[src/rtl/mlc_pkg.sv]
package mlc_pkg;
    typedef enum logic {
        TXS_ACTIVE   = 1'b0,
        TXS_DISABLED = 1'b1
    } txs_e;

    // Index of each comparison result inside a channel's hit vector
    localparam int HIT_AH = 0;
    localparam int HIT_AL = 1;
    localparam int HIT_WH = 2;
    localparam int HIT_WL = 3;
    localparam int CH_TEMP = 0;
endpackage

[src/rtl/mlc_regs.sv]
module mlc_regs #(
    parameter int W   = 16,
    parameter int NCH = 5,
    parameter int AW  = 5
) (
    input  logic                      clk,
    input  logic                      rst_n,
    input  logic                      wr_en,
    input  logic [AW-1:0]             wr_addr,
    input  logic [W-1:0]              wr_data,
    output logic [NCH*4-1:0][W-1:0]   lim,
    output logic [2*NCH-1:0]          aen,
    output logic [2*NCH-1:0]          wen,
    output logic                      lat_a,
    output logic                      lat_w,
    output logic [2*NCH-1:0]          clr_a,
    output logic [2*NCH-1:0]          clr_w
);
    localparam int NF     = 2 * NCH;
    localparam int NL     = 4 * NCH;
    localparam int A_AEN  = NL;
    localparam int A_WEN  = NL + 1;
    localparam int A_CFG  = NL + 2;
    localparam int A_CLRA = NL + 3;
    localparam int A_CLRW = NL + 4;

    always_ff @(posedge clk or negedge rst_n) begin
        if (!rst_n) begin
            lim   <= '0;
            aen   <= '0;
            wen   <= '0;
            lat_a <= 1'b0;
            lat_w <= 1'b0;
        end else if (wr_en) begin
            for (int i = 0; i < NL; i++)
                if (int'(wr_addr) == i) lim[i] <= wr_data;
            if (int'(wr_addr) == A_AEN) aen <= wr_data[NF-1:0];
            if (int'(wr_addr) == A_WEN) wen <= wr_data[NF-1:0];
            if (int'(wr_addr) == A_CFG) begin
                lat_a <= wr_data[0];
                lat_w <= wr_data[1];
            end
        end
    end

    always_comb begin
        clr_a = (wr_en && int'(wr_addr) == A_CLRA) ? wr_data[NF-1:0] : '0;
        clr_w = (wr_en && int'(wr_addr) == A_CLRW) ? wr_data[NF-1:0] : '0;
    end
endmodule

[src/rtl/mlc_cmp.sv]
module mlc_cmp #(
    parameter int W         = 16,
    parameter bit IS_SIGNED = 1'b0
) (
    input  logic [W-1:0] val,
    input  logic [W-1:0] lim_ah,
    input  logic [W-1:0] lim_al,
    input  logic [W-1:0] lim_wh,
    input  logic [W-1:0] lim_wl,
    output logic [3:0]   hits
);
    generate
        if (IS_SIGNED) begin : g_signed
            assign hits = {$signed(val) <= $signed(lim_wl),
                           $signed(val) >= $signed(lim_wh),
                           $signed(val) <= $signed(lim_al),
                           $signed(val) >= $signed(lim_ah)};
        end else begin : g_unsigned
            assign hits = {val <= lim_wl, val >= lim_wh,
                           val <= lim_al, val >= lim_ah};
        end
    endgenerate
endmodule

[src/rtl/mlc_txdis.sv]
module mlc_txdis
    import mlc_pkg::*;
(
    input  logic clk,
    input  logic rst_n,
    input  logic tx_disable,
    output logic clr_tx
);
    txs_e state, state_nx;

    always_ff @(posedge clk or negedge rst_n) begin
        if (!rst_n) state <= TXS_ACTIVE;
        else        state <= state_nx;
    end

    always_comb begin
        state_nx = state;
        clr_tx   = 1'b0;
        unique case (state)
            TXS_ACTIVE: if (tx_disable) begin       // T_DISABLE
                state_nx = TXS_DISABLED;
                clr_tx   = 1'b1;
            end
            TXS_DISABLED: if (!tx_disable)          // T_ENABLE
                state_nx = TXS_ACTIVE;
            default: state_nx = TXS_ACTIVE;
        endcase
    end

    // a held disable level never produces a second clear
    p_one_clear_r8: assert property (@(posedge clk) disable iff (!rst_n)
        clr_tx |=> !clr_tx);
endmodule

[src/rtl/mlc_flags.sv]
module mlc_flags #(
    parameter int             NCH   = 5,
    parameter int             CHW   = 3,
    parameter logic [NCH-1:0] TX_CH = 5'b01100
) (
    input  logic               clk,
    input  logic               rst_n,
    input  logic               meas_valid,
    input  logic [CHW-1:0]     meas_ch,
    input  logic [3:0]         hits,
    input  logic [2*NCH-1:0]   clr_a,
    input  logic [2*NCH-1:0]   clr_w,
    input  logic               clr_tx,
    input  logic               lat_a,
    input  logic               lat_w,
    input  logic [2*NCH-1:0]   aen,
    input  logic [2*NCH-1:0]   wen,
    output logic [2*NCH-1:0]   alarm_flags,
    output logic [2*NCH-1:0]   warn_flags,
    output logic               fault
);
    import mlc_pkg::*;
    localparam int NF = 2 * NCH;

    logic [NF-1:0] upd, new_a, new_w, txm, keep_a, keep_w, nxt_a, nxt_w;

    always_comb begin
        upd   = '0;
        new_a = '0;
        new_w = '0;
        txm   = '0;
        for (int c = 0; c < NCH; c++) begin
            if (meas_valid && int'(meas_ch) == c) begin
                upd[2*c +: 2] = 2'b11;
                new_a[2*c]    = hits[HIT_AH];
                new_a[2*c+1]  = hits[HIT_AL];
                new_w[2*c]    = hits[HIT_WH];
                new_w[2*c+1]  = hits[HIT_WL];
            end
            txm[2*c +: 2] = {2{TX_CH[c] & clr_tx}};
        end
        keep_a = alarm_flags & ~clr_a & ~(lat_a ? txm : '0);
        keep_w = warn_flags  & ~clr_w & ~(lat_w ? txm : '0);
        nxt_a  = lat_a ? (keep_a | (new_a & upd)) : ((keep_a & ~upd) | (new_a & upd));
        nxt_w  = lat_w ? (keep_w | (new_w & upd)) : ((keep_w & ~upd) | (new_w & upd));
    end

    always_ff @(posedge clk or negedge rst_n) begin
        if (!rst_n) begin
            alarm_flags <= '0;
            warn_flags  <= '0;
            fault       <= 1'b0;
        end else begin
            alarm_flags <= nxt_a;
            warn_flags  <= nxt_w;
            fault       <= |((alarm_flags & aen) | (warn_flags & wen));
        end
    end

    // with no reading and no clear the flags do not move
    p_hold_idle_r5: assert property (@(posedge clk) disable iff (!rst_n)
        (!meas_valid && clr_a == '0 && !clr_tx) |=> $stable(alarm_flags));
    // latched alarm flags never drop without a clear
    p_sticky_r7: assert property (@(posedge clk) disable iff (!rst_n)
        (lat_a && clr_a == '0 && !clr_tx) |=>
        ((alarm_flags & $past(alarm_flags)) == $past(alarm_flags)));
    // the disable edge empties latched transmit-side alarms
    p_tx_clear_r8: assert property (@(posedge clk) disable iff (!rst_n)
        (clr_tx && lat_a && !meas_valid) |=> ((alarm_flags & $past(txm)) == '0));
    // channels outside the transmit set survive the disable edge
    p_rx_kept_r8: assert property (@(posedge clk) disable iff (!rst_n)
        (clr_tx && !meas_valid && clr_a == '0) |=>
        ((alarm_flags & ~$past(txm)) == ($past(alarm_flags) & ~$past(txm))));
    // with both masks empty the fault stays low
    p_fault_off_r9: assert property (@(posedge clk) disable iff (!rst_n)
        (aen == '0 && wen == '0) |=> !fault);
endmodule

[src/rtl/mon_limit_cmp.sv]
module mon_limit_cmp #(
    parameter int             W      = 16,
    parameter int             NCH    = 5,
    parameter int             CHW    = 3,
    parameter int             ADDR_W = 5,
    parameter logic [NCH-1:0] TX_CH  = 5'b01100
) (
    input  logic                clk,
    input  logic                rst_n,
    input  logic                meas_valid,
    input  logic [CHW-1:0]      meas_ch,
    input  logic [W-1:0]        meas_value,
    input  logic                tx_disable,
    input  logic                wr_en,
    input  logic [ADDR_W-1:0]   wr_addr,
    input  logic [W-1:0]        wr_data,
    output logic [2*NCH-1:0]    alarm_flags,
    output logic [2*NCH-1:0]    warn_flags,
    output logic                tx_fault
);
    import mlc_pkg::*;
    localparam int NF = 2 * NCH;

    logic [NCH*4-1:0][W-1:0] lim;
    logic [NF-1:0]           aen, wen, clr_a, clr_w;
    logic                    lat_a, lat_w, clr_tx;
    logic [NCH-1:0][3:0]     hits;
    logic [3:0]              sel_hits;

    mlc_regs #(.W(W), .NCH(NCH), .AW(ADDR_W)) u_regs (
        .clk(clk), .rst_n(rst_n), .wr_en(wr_en), .wr_addr(wr_addr),
        .wr_data(wr_data), .lim(lim), .aen(aen), .wen(wen),
        .lat_a(lat_a), .lat_w(lat_w), .clr_a(clr_a), .clr_w(clr_w));

    for (genvar c = 0; c < NCH; c++) begin : g_ch
        mlc_cmp #(.W(W), .IS_SIGNED(c == CH_TEMP)) u_cmp (
            .val(meas_value),
            .lim_ah(lim[4*c+0]), .lim_al(lim[4*c+1]),
            .lim_wh(lim[4*c+2]), .lim_wl(lim[4*c+3]),
            .hits(hits[c]));
    end

    always_comb begin
        sel_hits = '0;
        for (int c = 0; c < NCH; c++)
            if (int'(meas_ch) == c) sel_hits = hits[c];
    end

    mlc_txdis u_txdis (
        .clk(clk), .rst_n(rst_n), .tx_disable(tx_disable), .clr_tx(clr_tx));

    mlc_flags #(.NCH(NCH), .CHW(CHW), .TX_CH(TX_CH)) u_flags (
        .clk(clk), .rst_n(rst_n), .meas_valid(meas_valid), .meas_ch(meas_ch),
        .hits(sel_hits), .clr_a(clr_a), .clr_w(clr_w), .clr_tx(clr_tx),
        .lat_a(lat_a), .lat_w(lat_w), .aen(aen), .wen(wen),
        .alarm_flags(alarm_flags), .warn_flags(warn_flags), .fault(tx_fault));

    // an out-of-range channel number leaves every flag alone
    p_bad_ch_r5: assert property (@(posedge clk) disable iff (!rst_n)
        (meas_valid && int'(meas_ch) >= NCH && clr_a == '0 && !clr_tx)
        |=> $stable(alarm_flags));
endmodule

[config.mk]
export PLATFORM = sky130hd
export DESIGN_NAME = mon_limit_cmp
export DESIGN_NICKNAME = d
export VERILOG_FILES = /design/src/rtl/mlc_pkg.sv /design/src/rtl/mlc_regs.sv /design/src/rtl/mlc_cmp.sv /design/src/rtl/mlc_txdis.sv /design/src/rtl/mlc_flags.sv /design/src/rtl/mon_limit_cmp.sv
export SDC_FILE = /design/constraint.sdc
export NUM_CORES = 1
export LEC_CHECK = 0
export CORE_MARGIN = 2
export CORE_UTILIZATION = 45
export DETAILED_ROUTE_END_ITERATION = 12
export PLACE_DENSITY = 0.59
export RECOVER_POWER = 100
export SLEW_MARGIN = 20
export SYNTH_ARGS = -nofsm -noshare
export SYNTH_HDL_FRONTEND = slang
export SYNTH_SLANG_ARGS = --single-unit
[constraint.sdc]
create_clock -name clk -period 2.61 [get_ports clk]
set_clock_uncertainty 0.05 [all_clocks]
set_input_delay 0.261 -clock clk [delete_from_list [all_inputs] [get_ports clk]]
set_output_delay 0.261 -clock clk [all_outputs]
set_load 0.02 [all_outputs]
==> flow_summary_export.csv <==
group,metric,value,unit
timing,finalHoldViolCount,0,
run_status,violations,"capacitance limit, slew limit",
global_route,grt_pass1_vias,17000,
finish,multi_input_area,11100,sq um
die,core.rowCount,80,
critical_path,crit_chain,"clkdlybuf4s50_1 -> clkbuf_2 -> ha_1 -> a21o_1 -> a21oi_1 -> nor2b_1 -> o311ai_0 -> o311ai_0 -> o21ai_0",
critical_path,start_kind,"input port",
timing,rsz0062_at_grt,"false",
critical_path,worstPathArrival,2.98,ns
timing,relSlewSlack,-0.351,
die,ios,66,
finish,area_growth,16.9,%
die,core,47600,sq um
finish,diodes,0,
routing,ant_nets,0,
logic_synthesis,avgSynthCellArea,10.2,sq um
logic_synthesis,synth_edf_count,0,
clock_network,numCtsBuffers,42,
clock_network,root_buffer,"clkbuf_16",
logic_synthesis,syn_inst,2133,
global_route,grt_max_degree,74,
global_route,grt-ovfl-total,0,
routing,via_per_inst,5.63,
global_route,track_usage,0.276,
routing,wl_per_cell,22.6,um
clock_network,clock_path_buffers,3,
place,port_buffers,65,
critical_path,cp_num_buf_inv,2,
timing,drv_slew,64,
die,initial_core_util,0.456,
timing,final.period_utilization,0.975,
finish,nFillCells,4264,
place,dp_hpwl,47600,um
routing,wirelength,67100,um
clock_network,post_cts_buffers,0,
timing,clock.fmax,393,MHz
logic_synthesis,ys_seq_area_frac,0.419,
critical_path,critical-path-top-delay-family,"compound AO/OA/AOI/OAI gates",
logic_synthesis,synthTopCellsByCount,"dfrtp_1, ha_1, inv_1",
critical_path,crit_fanout,9,
worst_hold_path,hold_class,"in -> reg",
timing,period_needed,2.55,ns
clock_network,htree_levels,2,
logic_synthesis,yosys.area.top_type,"dfrtp_1",
logic_synthesis,netlist_area,21700,sq um
finish,seqCellArea,9110,sq um
logic_synthesis,postSynth.asyncResetShare,1.00,
critical_path,critPathKind,"in -> reg",
finish,drive_above_1_share,0.186,
clock_network,clock_latency,0.58,ns
routing,drcViolationCount,0,
global_route,grt_pass1_wl,103000,um
routing,drtIter0Drc,1230,
pwr,power_leakage,12.4,nW
job,cap_violations,1,
place,place_congestion,0.911,
routing,vias,16700,
pwr,power_density,731,nW/um^2
pwr,finalPower,18.6,mW
logic_synthesis,yosys-top-cells-area,"dfrtp_1, ha_1, mux2_2, inv_1, o21ai_0",
logic_synthesis,syn-num-nets,2498,
critical_path,path_depth,9,
logic_synthesis,yosysMostFrequentCell,"dfrtp_1",
clock_network,cts_tree,"done",
critical_path,crit_top_cell,"o311ai_0",
critical_path,reg2reg_depth,9,
logic_synthesis,synth_warnings,0,
critical_path,reg2reg_setup_slack,0.15,ns
logic_synthesis,yosys_register_bits,364,
critical_path,required,3.04,ns
timing,worstMarginPinSlew,2.03,ns
critical_path,end_kind,"flip-flop",
critical_path,critical_path.max_stage_delay,0.64,ns
pwr,ir_drop,0.415,mV
die,die_area,50000,sq um
routing,dr.pass1.iters,5,
logic_synthesis,synth.top_cell.area_share,0.419,
clock_network,cts.sinks,364,
logic_synthesis,synth_flop_cell,"dfrtp_1",
clock_network,clkTransAtPathRegs,0.06,ns
die,chipWidth,224,um
finish,final_nets,2685,
logic_synthesis,synth_cell_type_count,58,
critical_path,slowest_stage,"clkdlybuf4s50_1",
timing,fin_hold_ws,0.235,ns
global_route,antenna_found_initial,4,
die,die_y,224,um
timing,setup_viol,0,
worst_hold_path,whs_path_depth,1,
run_status,status,"finished, violations left",
## report_power, final
| group | switching [mW] | internal (mW) |
|---|---|---|
| Clock | 2.41 | 3.58 |
| Combinational | 2.76 | 2.34 |
| Sequential | 0.642 | 6.82 |
## per-stage QoR
step                std cells  cell area, sq um  TNS, ns  utilization  setup WS (ns)
floorplan                2133             21700        0            -          0.522
global placement         2890             24200    -2.25        0.509         -0.546
detailed placement       2890             24200    -2.51        0.509         -0.541
CTS                      2962             25700        0        0.538         0.0712
global route             2962             25400        0        0.533         0.0291
finish                   2962             25400        0        0.533         0.0644
## path summary, 6_finish.rpt
path	start	end
worst max-delay path	meas_value[11]	u_flags.warn_flags[3]$_DFF_PN0_
worst min-delay path	tx_disable	u_txdis.state$_DFF_PN0_
worst max register to register	u_regs.lim[198]$_DFFE_PN0P_	u_flags.alarm_flags[2]$_DFF_PN0_
worst min register to register	u_regs.lim[265]$_DFFE_PN0P_	u_regs.lim[265]$_DFFE_PN0P_
max in group asynchronous	rst_n	u_regs.lim[291]$_DFFE_PN0P_
min in group asynchronous	rst_n	u_regs.lim[36]$_DFFE_PN0P_
## what timing repair did
item	in CTS	in global routing
hold endpoints to repair	62	0
endpoints found under the setup margin	3	3
hold buffers	1	0
pin swaps	0	0
gates resized for setup	2	1
cloned	0	0
## cell families after synthesis
family	after synthesis	synth area share
adders and majority gates	320	0.184
AOI/OAI and AO/OA	408	0.112
muxes	237	0.125
buffers and inverters	383	0.0674
DFF	364	0.419
and+or+nand+nor	421	0.0923
## final cells by class
cell class / instances / share of cell area
clock buffer: 65 / 0.0524
inverter: 306 / 0.0452
clock inverter: 6 / 0.00217
tap: 615 / 0.0303
timing repair buffer: 220 / 0.0730
multi-input combinational: 1386 / 0.438
sequential: 364 / 0.359
## registers in the layout (all words and copies together) (netlist names)
register             count
u_flags.alarm_flags     10
u_regs.lim             320
u_regs.lat_w             1
u_flags.warn_flags      10
u_txdis.state            1
u_regs.aen              10
u_flags.fault            1
u_regs.wen              10
u_regs.lat_a             1
## cells in the final DEF, fill, tap and decap left out, types with 7 or more instances in the layout
| cell type | Yosys | layout |
|---|---|---|
| o211ai_1 | 15 | 15 |
| nor2b_1 | 25 | 25 |
| clkbuf_8 | 0 | 13 |
| clkbuf_1 | 60 | 26 |
| o21a_1 | 10 | 10 |
| buf_4 | 0 | 108 |
| nand2b_1 | 18 | 18 |
| nor4_1 | 11 | 9 |
| nand4_1 | 50 | 50 |
| inv_1 | 306 | 306 |
| a221oi_1 | 7 | 7 |
| dlygate4sd3_1 | 0 | 27 |
| ha_1 | 320 | 320 |
| a21oi_1 | 96 | 96 |
| nor2_1 | 58 | 59 |
| or3_1 | 7 | 7 |
| buf_12 | 0 | 10 |
| clkbuf_2 | 0 | 15 |
| clkbuf_16 | 0 | 45 |
| o21ai_0 | 169 | 169 |
| a211oi_1 | 19 | 19 |
| clkdlybuf4s50_1 | 0 | 38 |
| nand2_1 | 187 | 187 |
| nand3_1 | 21 | 21 |
| a31oi_1 | 11 | 11 |
| nor3_1 | 17 | 17 |
| mux2_1 | 0 | 10 |
| o31ai_1 | 8 | 8 |
| dfrtp_1 | 364 | 364 |
| mux2_2 | 227 | 227 |
| a21o_1 | 40 | 40 |
## metal layers
layer | track usage | vias to the layer above | wire length (um)
li1 | - | 7778 | -
met1 | 0.380 | 8247 | 30200
met2 | 0.429 | 529 | 29500
met3 | 0.0572 | 134 | 4720
met4 | 0.103 | 2 | 2660
met5 | 0 | - | 11
No activity file was read; power rests on OpenSTA's default activity.
